===== src/rtl/gpio_pkg.sv =====
package gpio_pkg;
  localparam int unsigned ADDR_W = 5;
  localparam int unsigned GRP_DATA  = 0;
  localparam int unsigned GRP_INM   = 1;
  localparam int unsigned GRP_OUTM  = 2;
  localparam int unsigned GRP_MATCH = 3;
  localparam logic [ADDR_W-1:0] CTRL_ADDR = 5'h1F;
endpackage


===== src/rtl/gpio_sync.sv =====
module gpio_sync #(
  parameter int unsigned W = 8
) (
  input  logic         clk,
  input  logic         rst_n,
  input  logic [W-1:0] d_i,
  output logic [W-1:0] q_o
);
  logic [W-1:0] s1_q, s2_q;

  always_ff @(posedge clk or negedge rst_n) begin
    if (!rst_n) begin
      s1_q <= '0;
      s2_q <= '0;
    end else begin
      s1_q <= d_i;
      s2_q <= s1_q;
    end
  end

  assign q_o = s2_q;

  logic [1:0] age_q;
  always_ff @(posedge clk or negedge rst_n) begin
    if (!rst_n) age_q <= '0;
    else if (age_q != 2'd2) age_q <= age_q + 2'd1;
  end

  p_two_edge_lag_r10: assert property (@(posedge clk) disable iff (!rst_n)
    (age_q == 2'd2) |-> (q_o == $past(d_i, 2)));
endmodule


===== src/rtl/gpio_port.sv =====
module gpio_port #(
  parameter int unsigned PW     = 8,
  parameter bit          BIT_OK = 1'b1,
  localparam int unsigned SW    = $clog2(PW)
) (
  input  logic          clk,
  input  logic          rst_n,
  input  logic          data_we,
  input  logic          inm_we,
  input  logic          outm_we,
  input  logic [PW-1:0] wdata,
  input  logic          bit_we,
  input  logic [SW-1:0] bit_sel,
  input  logic          bit_val,
  output logic [PW-1:0] latch_o,
  output logic [PW-1:0] inm_o,
  output logic [PW-1:0] outm_o,
  output logic [PW-1:0] pin_o,
  output logic [PW-1:0] pin_oe_o
);
  logic [PW-1:0] latch_q, latch_d, inm_q, outm_q;
  logic          bit_apply, latch_en;

  generate
    if (BIT_OK) begin : g_bitwr
      assign bit_apply = bit_we & ~data_we;
    end else begin : g_bytewr
      assign bit_apply = 1'b0;
      logic unused_bit;
      assign unused_bit = ^{bit_we, bit_sel, bit_val};
    end
  endgenerate

  assign latch_en = data_we | bit_apply;

  always_comb begin
    latch_d = latch_q;
    if (data_we) latch_d = wdata;
    else if (bit_apply) latch_d[bit_sel] = bit_val;
  end

  always_ff @(posedge clk or negedge rst_n) begin
    if (!rst_n) begin
      latch_q <= '1;
      inm_q   <= '1;
      outm_q  <= '0;
    end else begin
      if (latch_en) latch_q <= latch_d;
      if (inm_we)   inm_q   <= wdata;
      if (outm_we)  outm_q  <= wdata;
    end
  end

  assign latch_o  = latch_q;
  assign inm_o    = inm_q;
  assign outm_o   = outm_q;
  assign pin_o    = latch_q;
  assign pin_oe_o = ~latch_q | outm_q;

  p_byte_write_r1: assert property (@(posedge clk) disable iff (!rst_n)
    data_we |=> (latch_q == $past(wdata)));

  generate
    if (BIT_OK) begin : g_bit_chk
      p_bit_single_r9: assert property (@(posedge clk) disable iff (!rst_n)
        (bit_we && !data_we) |=> ($countones(latch_q ^ $past(latch_q)) <= 1));
    end else begin : g_nobit_chk
      p_bit_ignored_r9: assert property (@(posedge clk) disable iff (!rst_n)
        (bit_we && !data_we) |=> $stable(latch_q));
    end
  endgenerate
endmodule


===== src/rtl/gpio_match.sv =====
module gpio_match #(
  parameter int unsigned PW = 8
) (
  input  logic          clk,
  input  logic          rst_n,
  input  logic          mask_we,
  input  logic          cmp_we,
  input  logic [PW-1:0] wdata,
  input  logic [PW-1:0] pins_i,
  output logic [PW-1:0] mask_o,
  output logic [PW-1:0] cmp_o,
  output logic          miss_o
);
  logic [PW-1:0] mask_q, cmp_q;

  always_ff @(posedge clk or negedge rst_n) begin
    if (!rst_n) begin
      mask_q <= '0;
      cmp_q  <= '1;
    end else begin
      if (mask_we) mask_q <= wdata;
      if (cmp_we)  cmp_q  <= wdata;
    end
  end

  assign miss_o = |((pins_i ^ cmp_q) & mask_q);
  assign mask_o = mask_q;
  assign cmp_o  = cmp_q;

  p_mask_clear_quiet_r6: assert property (@(posedge clk) disable iff (!rst_n)
    (mask_q == '0) |-> !miss_o);
endmodule


===== src/rtl/gpio_match_cluster.sv =====
module gpio_match_cluster
  import gpio_pkg::*;
#(
  parameter int unsigned PW     = 8,
  parameter int unsigned NPORT  = 5,
  parameter int unsigned NMATCH = 3,
  parameter int unsigned NBIT   = 4
) (
  input  logic                clk_i,
  input  logic                rst_ni,
  input  logic [4:0]          bus_addr_i,
  input  logic                bus_wr_i,
  input  logic [7:0]          bus_wdata_i,
  input  logic                bus_bit_i,
  input  logic [2:0]          bus_bit_sel_i,
  input  logic                bus_bit_val_i,
  input  logic                bus_rmw_i,
  output logic [7:0]          bus_rdata_o,
  input  logic [NPORT*PW-1:0] pin_i,
  output logic [NPORT*PW-1:0] pin_o,
  output logic [NPORT*PW-1:0] pin_oe_o,
  output logic                wake_o,
  output logic                irq_o
);
  localparam int unsigned NPIN = NPORT * PW;
  localparam int unsigned SW   = $clog2(PW);
  localparam logic [2:0] NPORT_L  = 3'(NPORT);
  localparam logic [1:0] NMATCH_L = 2'(NMATCH);

  logic [1:0] rst_pipe_q;
  logic       rst_n;
  always_ff @(posedge clk_i or negedge rst_ni) begin
    if (!rst_ni) rst_pipe_q <= 2'b00;
    else         rst_pipe_q <= {rst_pipe_q[0], 1'b1};
  end
  assign rst_n = rst_pipe_q[1];

  logic [1:0] grp;
  logic [2:0] idx;
  assign grp = bus_addr_i[4:3];
  assign idx = bus_addr_i[2:0];

  logic [NPIN-1:0] pin_sync;
  gpio_sync #(.W(NPIN)) u_sync (
    .clk(clk_i), .rst_n(rst_n), .d_i(pin_i), .q_o(pin_sync)
  );

  logic [PW-1:0] lat_a  [NPORT];
  logic [PW-1:0] inm_a  [NPORT];
  logic [PW-1:0] outm_a [NPORT];
  logic [PW-1:0] syn_a  [NPORT];
  logic [PW-1:0] mask_a [NMATCH];
  logic [PW-1:0] cmp_a  [NMATCH];
  logic [NMATCH-1:0] miss;

  generate
    for (genvar p = 0; p < NPORT; p++) begin : g_port
      logic sel;
      assign sel = (idx == 3'(p));
      assign syn_a[p] = pin_sync[p*PW +: PW];
      gpio_port #(.PW(PW), .BIT_OK(p < NBIT)) u_port (
        .clk      (clk_i),
        .rst_n    (rst_n),
        .data_we  (bus_wr_i && grp == 2'(GRP_DATA) && sel),
        .inm_we   (bus_wr_i && grp == 2'(GRP_INM)  && sel),
        .outm_we  (bus_wr_i && grp == 2'(GRP_OUTM) && sel),
        .wdata    (bus_wdata_i),
        .bit_we   (bus_bit_i && grp == 2'(GRP_DATA) && sel),
        .bit_sel  (bus_bit_sel_i[SW-1:0]),
        .bit_val  (bus_bit_val_i),
        .latch_o  (lat_a[p]),
        .inm_o    (inm_a[p]),
        .outm_o   (outm_a[p]),
        .pin_o    (pin_o[p*PW +: PW]),
        .pin_oe_o (pin_oe_o[p*PW +: PW])
      );
    end

    for (genvar m = 0; m < NMATCH; m++) begin : g_match
      logic mgrp;
      assign mgrp = bus_wr_i && grp == 2'(GRP_MATCH) && (idx[1:0] == 2'(m));
      gpio_match #(.PW(PW)) u_match (
        .clk     (clk_i),
        .rst_n   (rst_n),
        .mask_we (mgrp && !idx[2]),
        .cmp_we  (mgrp && idx[2]),
        .wdata   (bus_wdata_i),
        .pins_i  (syn_a[m]),
        .mask_o  (mask_a[m]),
        .cmp_o   (cmp_a[m]),
        .miss_o  (miss[m])
      );
    end
  endgenerate

  logic inten_q, inten_d, inten_en;
  assign inten_en = bus_wr_i && (bus_addr_i == CTRL_ADDR);
  always_comb begin
    inten_d = inten_q;
    if (inten_en) inten_d = bus_wdata_i[0];
  end
  always_ff @(posedge clk_i or negedge rst_n) begin
    if (!rst_n) inten_q <= 1'b0;
    else        inten_q <= inten_d;
  end

  assign wake_o = |miss;
  assign irq_o  = wake_o & inten_q;

  always_comb begin
    bus_rdata_o = '0;
    unique case (grp)
      2'(GRP_DATA): if (idx < NPORT_L)
        bus_rdata_o = bus_rmw_i ? lat_a[idx] : (syn_a[idx] & inm_a[idx]);
      2'(GRP_INM):  if (idx < NPORT_L) bus_rdata_o = inm_a[idx];
      2'(GRP_OUTM): if (idx < NPORT_L) bus_rdata_o = outm_a[idx];
      default: begin
        if (bus_addr_i == CTRL_ADDR)       bus_rdata_o = {7'b0, inten_q};
        else if (idx[1:0] < NMATCH_L)
          bus_rdata_o = idx[2] ? cmp_a[idx[1:0]] : mask_a[idx[1:0]];
      end
    endcase
  end

  p_irq_needs_enable_r7: assert property (@(posedge clk_i) disable iff (!rst_n)
    irq_o |-> (inten_q && wake_o));
  p_no_drive_after_reset_r8: assert property (@(posedge clk_i) disable iff (!rst_n)
    $rose(rst_n) |-> (pin_oe_o == '0));
endmodule


===== config.mk =====
export PLATFORM = sky130hd
export DESIGN_NAME = gpio_match_cluster
export DESIGN_NICKNAME = d
export VERILOG_FILES = /design/src/rtl/gpio_pkg.sv /design/src/rtl/gpio_sync.sv /design/src/rtl/gpio_port.sv /design/src/rtl/gpio_match.sv /design/src/rtl/gpio_match_cluster.sv
export SDC_FILE = /design/constraint.sdc
export NUM_CORES = 1
export LEC_CHECK = 0
export ABC_AREA = 1
export BUFFER_PORTS_ARGS = -buffer_cell sky130_fd_sc_hd__buf_4
export CORE_MARGIN = 5
export CORE_UTILIZATION = 35
export DETAILED_ROUTE_END_ITERATION = 10
export PLACE_DENSITY_LB_ADDON = 0.25
export SYNTH_ARGS = -nofsm -noshare
export SYNTH_HDL_FRONTEND = slang
export SYNTH_SLANG_ARGS = --single-unit

===== constraint.sdc =====
create_clock -name clk_i -period 16.5 [get_ports clk_i]
set_clock_uncertainty 0.05 [all_clocks]
set_input_delay 0.825 -clock clk_i [delete_from_list [all_inputs] [get_ports clk_i]]
set_output_delay 0.825 -clock clk_i [all_outputs]
set_load 0.01 [all_outputs]

== After elaboration in Yosys (flattened, before gate mapping) ==
Index checks and enable logic that the tools add are counted.
Word-level totals
  register bits: 251
  logic and storage cells: 161
Operators by class
  $lt $le $gt $ge: 6
  eq/ne operators: 10
  muxes and demuxes: 40
  bitwise operators: 32
  reduce and logical (&&, ||, !) cells: 48
Operators with widths (count)
  8-bit 2-to-1 mux: 27
  8-bit binary-select mux with 3-bit select: 4
  8-bit inverter: 5
  8-bit OR: 5
  1-bit logical AND: 35
  8-bit bitwise AND: 4
  8-bit binary-select mux with 2-bit select: 2
  8-bit bitwise mux: 4
  8-bit one-hot mux with 3 select lines: 1
  24-bit OR reduction: 1
  8-bit XOR: 3
  2-bit AND reduction: 4
  2-bit nonzero test: 4
  2-bit == test (second input constant): 3
  3-bit by 2-bit == test with 1-bit output (second input constant): 2
  1-bit bitwise AND: 5
  5-bit == test (second input constant): 1
  2-bit by 1-bit == test with 1-bit output (second input constant): 2
  4-bit greater-or-equal comparator (second input constant): 1
  2-bit zero test: 2
  3-bit by 4-bit less-than comparator with 1-bit output (second input constant): 1
  1-bit inverter: 4
  3-bit inverter with 4-bit output: 1
  1-bit OR: 4
  11 further kinds: 11

== Depth between registers and ports, before layout ==
Gate-level depths: netlist (run 1).
  word-level depth: 8
  depth in mapped cells: 13

== By module ==
A second synthesis (run 1) with hierarchy kept.
Unflattened totals
  cells, all modules: 1714
  area total of the unflattened synthesis: 13242.7 µm²
Modules (own cells, without submodules)
  gpio_port at g_port[0].u_port ...: instances 4, cells each 152, area an instance 1263.7 µm²
  gpio_match_cluster: instances 1, cells each 633, area an instance 2712.6 µm²
  gpio_match: instances 3, cells each 89, area an instance 805.8 µm²
  gpio_sync: instances 1, cells each 80, area an instance 2001.9 µm²
  gpio_port at g_port[4].u_port: instances 1, cells each 126, area an instance 1056.0 µm²

== Worst setup path after synthesis (run 1) ==
No wires, ideal clock.
  path type: input-to-output
  from: input bus_addr_i[0]
  to: output bus_rdata_o[3]
  arrival: 2.029 ns
  data required time: 15.625 ns
  path slack: 13.596 ns
  stages on the path: 12
  path buffers: 3
  cell sequence: buf_2 > inv_2 > nand2_1 > nor2_1 > buf_2 > buf_4 > nand2_1 > nand2_1 > inv_1 > a21oi_1 > nand2_1 > nand3_1
Between the ends
  longest elaborated chain between the ends: 8
  elaborated cells between the ends (all ways): 32
RTL lines
  start, declared: line gpio_match_cluster.sv:11  | input logic [4:0] bus_addr_i,
  3-bit inverter with 4-bit output (not written as such) / 2-bit inverter with 3-bit output (equally long branches)
  8-bit binary-select mux with 3-bit select (tied with other cells): line gpio_match_cluster.sv:114  | bus_rdata_o = bus_rmw_i ? lat_a[idx] : (syn_a[idx] & inm_a[idx]);
  8-bit 2-to-1 mux (on tied branches) (2 in series): line gpio_match_cluster.sv:114, gpio_match_cluster.sv:115, gpio_match_cluster.sv:120
  8-bit bitwise AND / 8-bit 2-to-1 mux (equally long branches): line gpio_match_cluster.sv:114, gpio_match_cluster.sv:120
  8-bit 2-to-1 mux (on tied branches): line gpio_match_cluster.sv:114, gpio_match_cluster.sv:119
  8-bit 2-to-1 mux (on tied branches): line gpio_match_cluster.sv:113, gpio_match_cluster.sv:118
  8-bit one-hot mux with 3 select lines (*): line gpio_match_cluster.sv:112  | unique case (grp)
  end, declared: line gpio_match_cluster.sv:18  | output logic [7:0] bus_rdata_o,
Mark *: on every way between the ends. The rest lies on a longest branch, timed or not. The select of a mux whose other input is x is not followed.

== Worst setup path in the final report (run 1) ==
  from: input bus_addr_i[0]
  to: output bus_rdata_o[4]
Same word-level chain as after synthesis.

==> metrics.cfg, run 1 <==
[status]
status = finished clean

[cells_and_area]
layout_commonest_cell = nand2_1
fin_util_pct = 42.8
layout_common_cells = nand2_1, o21ai_0, buf_4
n_fill_cell = 3408
final-seq-area_mm2 = 0.00641
nets = 1754
multi_input_area_mm2 = 0.00484
final_cell_area_mm2 = 0.0144
layout-drive-gt1-share_pct = 21.4
synthToLayoutAreaGrowth_pct = 20.7
n_antenna_cell = 0

[route]
ant_nets = 0
dr_wl_met3_um = 2590
m1WireLength_um = 18200
via_count = 10700
drc = 0
viasPerCell = 4.93
wl_per_cell_um = 19.3
drtIter0Drc = 891
wl_met2_um = 19500
dr.pass1.iters = 5
drt-total-wl_um = 41600
top_layer = met4

[clock_tree]
clock_path_buffers = 3
cts_sinks = 251
cts_resized = 0
clock_latency_ns = 0.55
cts_htree_levels = 1
cts_tree = yes
cts-root-buf = clkbuf_16
clkTransAtPathRegs_ns = 0.06
cts-buffers-inserted = 28

[critical_path]
worstPathMaxFanout = 53
worst_setup_path_start_kind = input pin
rr_worst_depth = 2
cpMaxStageDelayCell = nand2_1
arrival_ns = 3.86
worst-setup-path-type = in2out
crit_buf_inv = 5
rr_startpoint = rst_pipe_q[1]
r2r_end = g_port[2].u_port.outm_o[5]
critPathCaptureType = primary output
cp_top_family = buffers and inverters
cp-startpoint = bus_addr_i[0]
cp_slowest_stage_delay_ns = 0.56
required_ns = 15.62
crit_top_cell = nand2_1
r2r_slack_ns = 14.06
crit_path_cell_trace = buf_4, inv_2, buf_4, nand2_1, clkinv_1, nand2_1, o211ai_1, nand2_1, nand3_1, nand2_1, nand3_1, buf_4

[die]
dieArea_mm2 = 0.0379
io_pins = 152
dieWidth_um = 195
rows = 67
core_area_mm2 = 0.0336
start_util_pct = 35.5
die_h_um = 195

[job]
drv_cap = 0

[logic_synthesis]
ys_seq_elements = 251
yosys.area.top_type = dfrtp_1
synthCells = 1567
avgSynthCellArea_um2 = 7.61
yosysUniqueCellTypes = 27
netlist_area_mm2 = 0.0119
synth_area_leaders = dfrtp_1, dfstp_2, nand2_1
synth-warning-count = 0
synth_top_area_share_pct = 30.8
synth_fp_nets = 1629
synth_seq_area_share_pct = 53.8

[pwr]
irDropWorstVdd_v = 0.0000809
leakage_nw = 7.05
powerDensity_mw_per_mm2 = 130

[sta]
max_freq_mhz = 211
max_slew_margin_pct = 28.3
finalSetupViolations = 0
worstMarginPinSlew_ns = 1.07
rsz0062_at_grt = false
period_needed_ns = 4.73
hold_viol = 0
slew_violations = 0
tns_ns = 0
post-route-period-util_pct = 28.7

[place]
placed_area_mm2 = 0.0134
gp_congestion = 0.990
hpwlAfterDp_um = 30100
portBuffers = 151

[hold_path]
hold_path.class = reg2async

[global_routing]
grt_pass1_wl_um = 63400
first_global_vias = 10300
overflow = 0
antenna_found_initial = 0
grtUsageTotal_pct = 21.4
grt_max_degree = 81

==> power breakdown <==
part | switching, mW | leakage, nW | internal [mW]
Sequential | 0.0883 | 2.89 | 0.746
Combinational | 0.216 | 3.69 | 0.157
Clock | 0.261 | 0.474 | 0.406
==> worst max path at each step <==
stage / endpoint / slack, ns / depth (start not counted)
after floorplan: g_match[0].u_match.mask_o[0] / 9.12 / 0
after global routing: bus_rdata_o[4] / 11.51 / 12
after global placement: bus_rdata_o[4] / 11.83 / 12
after CTS: bus_rdata_o[4] / 11.79 / 12
after detailed placement: bus_rdata_o[4] / 11.78 / 12
final: bus_rdata_o[4] / 11.77 / 12
==> Yosys cell counts (all sizes together) <==
library cell / instances
nand2: 714
o21ai: 212
dfrtp: 147
inv: 113
dfstp: 104
nor2: 79
nand3: 48
or2: 48
clkbuf: 42
a21oi: 21
buf: 20
nand4: 5
nor3: 4
o221ai: 3
o22ai: 2
a21boi: 1
clkinv: 1
conb: 1
o211ai: 1
xor2: 1
==> cell families (layout without fill, tap and decap cells) <==
| group | count (synthesis) | count (layout) | share of synthesized area, % |
|---|---|---|---|
| XOR/XNOR | 1 | 1 | 0.0735 |
| other | 1 | 1 | 0.0314 |
| flip-flops | 251 | 251 | 53.8 |
| AND/OR/NAND/NOR | 898 | 898 | 30.2 |
| AO/OA/AOI/OAI | 240 | 240 | 10.2 |
| buffers and inverters | 176 | 323 | 5.71 |
==> worst register-to-register path, cell delays in order, from the launching register on <==
cell and delay, ns:
dfrtp_4 0.60, buf_4 0.77, buf_4 0.93
==> state kept, by name, summed over array words and instances, names as in the netlist <==
| signal | cells |
|---|---|
| g_port.u_port.inm_o | 40 |
| g_port.u_port.latch_o | 40 |
| g_port.u_port.outm_o | 40 |
| u_sync.q_o | 40 |
| u_sync.s1_q | 40 |
| g_match.u_match.cmp_o | 24 |
| g_match.u_match.mask_o | 24 |
| rst_pipe_q | 2 |
| inten_q | 1 |
==> layer usage <==
layer	up-vias	GRT usage, %
li1	5148	-
met1	5022	29.8
met2	411	35.4
met3	87	2.72
met4	0	5.73
met5	-	0
==> final cells by class <==
cell class / count / area share (%)
clock inverter: 13 / 1.39
tap: 448 / 3.89
sequential: 251 / 44.6
clock buffer: 39 / 5.37
inverter: 114 / 2.97
multi-input combinational: 1140 / 33.6
timing repair buffer: 157 / 8.21
==> through the flow <==
step	setup WS [ns]	std cells	power, mW	hold WS, ns
6_report	11.77	2162	1.87	0.162
3_5_place_dp	11.78	2109	1.22	0.168
5_1_grt	11.51	2162	1.96	0.196
4_1_cts	11.79	2162	1.89	0.174
3_3_place_gp	11.83	2109	1.21	0.166
2_1_floorplan	9.12	1567	1.01	0.281
==> timing repair <==
action                    4_1_cts  5_1_grt
buffers inserted                0        0
hold buffers                    1        0
hold endpoints to repair        2        0
No activity file was read; power rests on OpenSTA's default activity.
==> run 2: changes to the inputs <==
==> constraint.sdc (replaced) <==
create_clock -name clk_i -period 4.3 [get_ports clk_i]
set_clock_uncertainty 0.05 [all_clocks]
set_input_delay 0.215 -clock clk_i [delete_from_list [all_inputs] [get_ports clk_i]]
set_output_delay 0.215 -clock clk_i [all_outputs]
set_load 0.01 [all_outputs]
==> run 2 against run 1 <==
Compared with the run above: critical path type unchanged; via count grew 2.0%; highest routed layer unchanged; largest power group unchanged; setup slack lost 10 ns; sequential share of layout area shrank 1.4 points; critical path depth shrank 1; largest cell class unchanged.
==> metrics.cfg, run 2 (synthesized netlist as in run 1, its figures left out) <==
[status]
status = finished clean

[die]
core_area_mm2 = 0.0336  ; unchanged
dieWidth_um = 195  ; unchanged
io_pins = 152  ; unchanged
die_h_um = 195  ; unchanged
start_util_pct = 35.5  ; unchanged
dieArea_mm2 = 0.0379  ; unchanged
rows = 67  ; unchanged

[cells_and_area]
final-seq-area_mm2 = 0.00641  ; unchanged
layout_common_cells = nand2_1, o21ai_0, buf_4
layout-drive-gt1-share_pct = 21.0  ; -0.35 points
layoutNonFillerInstCount = 2214  ; +2.4%
nets = 1805  ; +2.9%
fin_util_pct = 44.2  ; +1.4 points
synthToLayoutAreaGrowth_pct = 24.7
multi_input_area_mm2 = 0.00484  ; unchanged
layout_commonest_cell = nand2_1
n_fill_cell = 3391  ; -0.50%
n_antenna_cell = 0  ; unchanged

[place]
dp_cells = 2110  ; +0.047%
gp_congestion = 0.961  ; -2.9%
portBuffers = 151  ; unchanged
hpwlAfterDp_um = 30000  ; -0.60%

[global_routing]
grtUsageMet1_pct = 30.3  ; +0.53 points
overflow = 0  ; unchanged
grt_use_met2_pct = 36.0  ; +0.57 points
gr-usage-met3_pct = 2.34  ; -0.38 points
grt_busiest_layer = met2
antenna_found_initial = 0  ; unchanged
grt_pass1_wl_um = 65000  ; +2.6%
grtUsageTotal_pct = 21.9  ; +0.49 points
first_global_vias = 10600  ; +3.1%
grt_max_degree = 145  ; +79%

[critical_path]
rr_startpoint = rst_pipe_q[1]
arrival_ns = 2.56  ; -1.30 ns
rr_worst_depth = 1  ; -1
critPathCaptureType = primary output
cpMaxStageDelayCell = buf_4
crit_path_cell_trace = buf_4, inv_2, nand2_1, clkinv_1, nand2_1, o211ai_1, nand2_1, nand3_1, nand2_1, nand3_1, buf_4
crit_buf_inv = 4  ; -1
cp_slowest_stage_delay_ns = 0.48  ; -0.08 ns
worstPathMaxFanout = 53  ; unchanged
cp_top_family = buffers and inverters
crit_top_cell = nand2_1
required_ns = 4.03  ; -11.59 ns
worst-setup-path-type = in2out
r2r_slack_ns = 2.72  ; -11.34 ns
worst_setup_path_start_kind = input pin
r2r_end = g_port[4].u_port.outm_o[5]

[sta]
max_freq_mhz = 354
period_needed_ns = 2.83
hold_viol = 0  ; unchanged
tns_ns = 0  ; unchanged
worstMarginPinSlew_ns = 1.03  ; -0.0427 ns
rsz0062_at_grt = false
slew_violations = 0  ; unchanged
max_slew_margin_pct = 31.2  ; +2.8 points
finalSetupViolations = 0  ; unchanged
post-route-period-util_pct = 65.8

[route]
wl_per_cell_um = 19.0  ; -1.3%
viasPerCell = 4.92  ; -0.39%
via_count = 10900  ; +2.0%
drc = 0  ; unchanged
drt-total-wl_um = 42100  ; +1.1%
ant_nets = 0  ; unchanged
dr.pass1.iters = 5  ; unchanged
drtIter0Drc = 1058  ; +19%

[clock_tree]
post_cts_buffers = 0  ; unchanged
clkTransAtPathRegs_ns = 0.06  ; about the same
cts_sinks = 251  ; unchanged
cts_htree_levels = 1  ; unchanged
clock_path_buffers = 3  ; unchanged
cts_tree = yes
cts-root-buf = clkbuf_16
clock_latency_ns = 0.54  ; about the same
cts-buffers-inserted = 29  ; +3.6%

[pwr]
irDropWorstVdd_v = 0.000281  ; +250%
powerDensity_mw_per_mm2 = 478  ; +270%
leakage_nw = 7.26  ; +2.9%

[hold_path]
min_to = inten_q
hold_start = bus_addr_i[2]
worstHoldPathCells = 3
hold_path.class = in2reg

[job]
drv_cap = 0  ; unchanged

[run 2: cell count changes in the layout (fill, tap and decap cells not counted), moves of 2 or more]
cell and change:
bufinv_16 -3, clkbuf_1 -2, clkbuf_8 +3, clkinv_2 +3
dlygate4sd3_1 +49
[run 2: tightest hold or removal path, stage by stage]
cell and delay [ns]:
buf_4 0.18, nand3_1 0.11, o21ai_0 0.07
[run 2: where the power goes]
part | switching [mW] | internal (mW) | total, mW
clock | 1.01 | 1.43 | 2.44
sequential | 0.335 | 2.86 | 3.20
combinational | 0.836 | 0.631 | 1.47
[run 2: worst max path at each step]
stage                  start                            to  slack (ns)  cells past startpoint
2_1_floorplan  rst_pipe_q[1]  g_match[0].u_match.mask_o[0]        0.23                      0
3_3_place_gp   bus_addr_i[0]                bus_rdata_o[4]        1.48                     11
3_5_place_dp   bus_addr_i[0]                bus_rdata_o[4]        1.48                     11
4_1_cts        bus_addr_i[0]                bus_rdata_o[4]        1.48                     11
5_1_grt        bus_addr_i[0]                bus_rdata_o[4]        1.33                     11
6_report       bus_addr_i[0]                bus_rdata_o[4]        1.47                     11
[run 2: area by class of cell]
class	instances	area share, %
Inverter	114	2.88
Clock inverter	14	0.884
Sequential cell	251	43.1
Multi-Input combinational cell	1140	32.5
Timing Repair Buffer	207	11.4
Clock buffer	40	5.43
Tap cell	448	3.77
[run 2: layer usage]
metal | wire (um) | share of wire [%]
met3 | 2530 | 6.0
met4 | 1640 | 3.9
met1 | 18300 | 44
met2 | 19600 | 47
met5 | 0 | 0
[run 2: metrics by stage]
stage	hold WS, ns	total power [mW]	area, um^2	worst slack (ns)
6_report	0.0387	7.11	14900	1.47
5_1_grt	0.0277	7.49	14900	1.33
4_1_cts	0.0165	7.18	14900	1.48
3_5_place_dp	-0.0519	4.67	13400	1.48
3_3_place_gp	-0.0524	4.65	13400	1.48
2_1_floorplan	-0.131	3.89	11900	0.229
[run 2: repair_timing]
item                                   CTS  global route
hold buffers                            50             0
resized for setup                        0             0
endpoints found under the hold margin   56             0
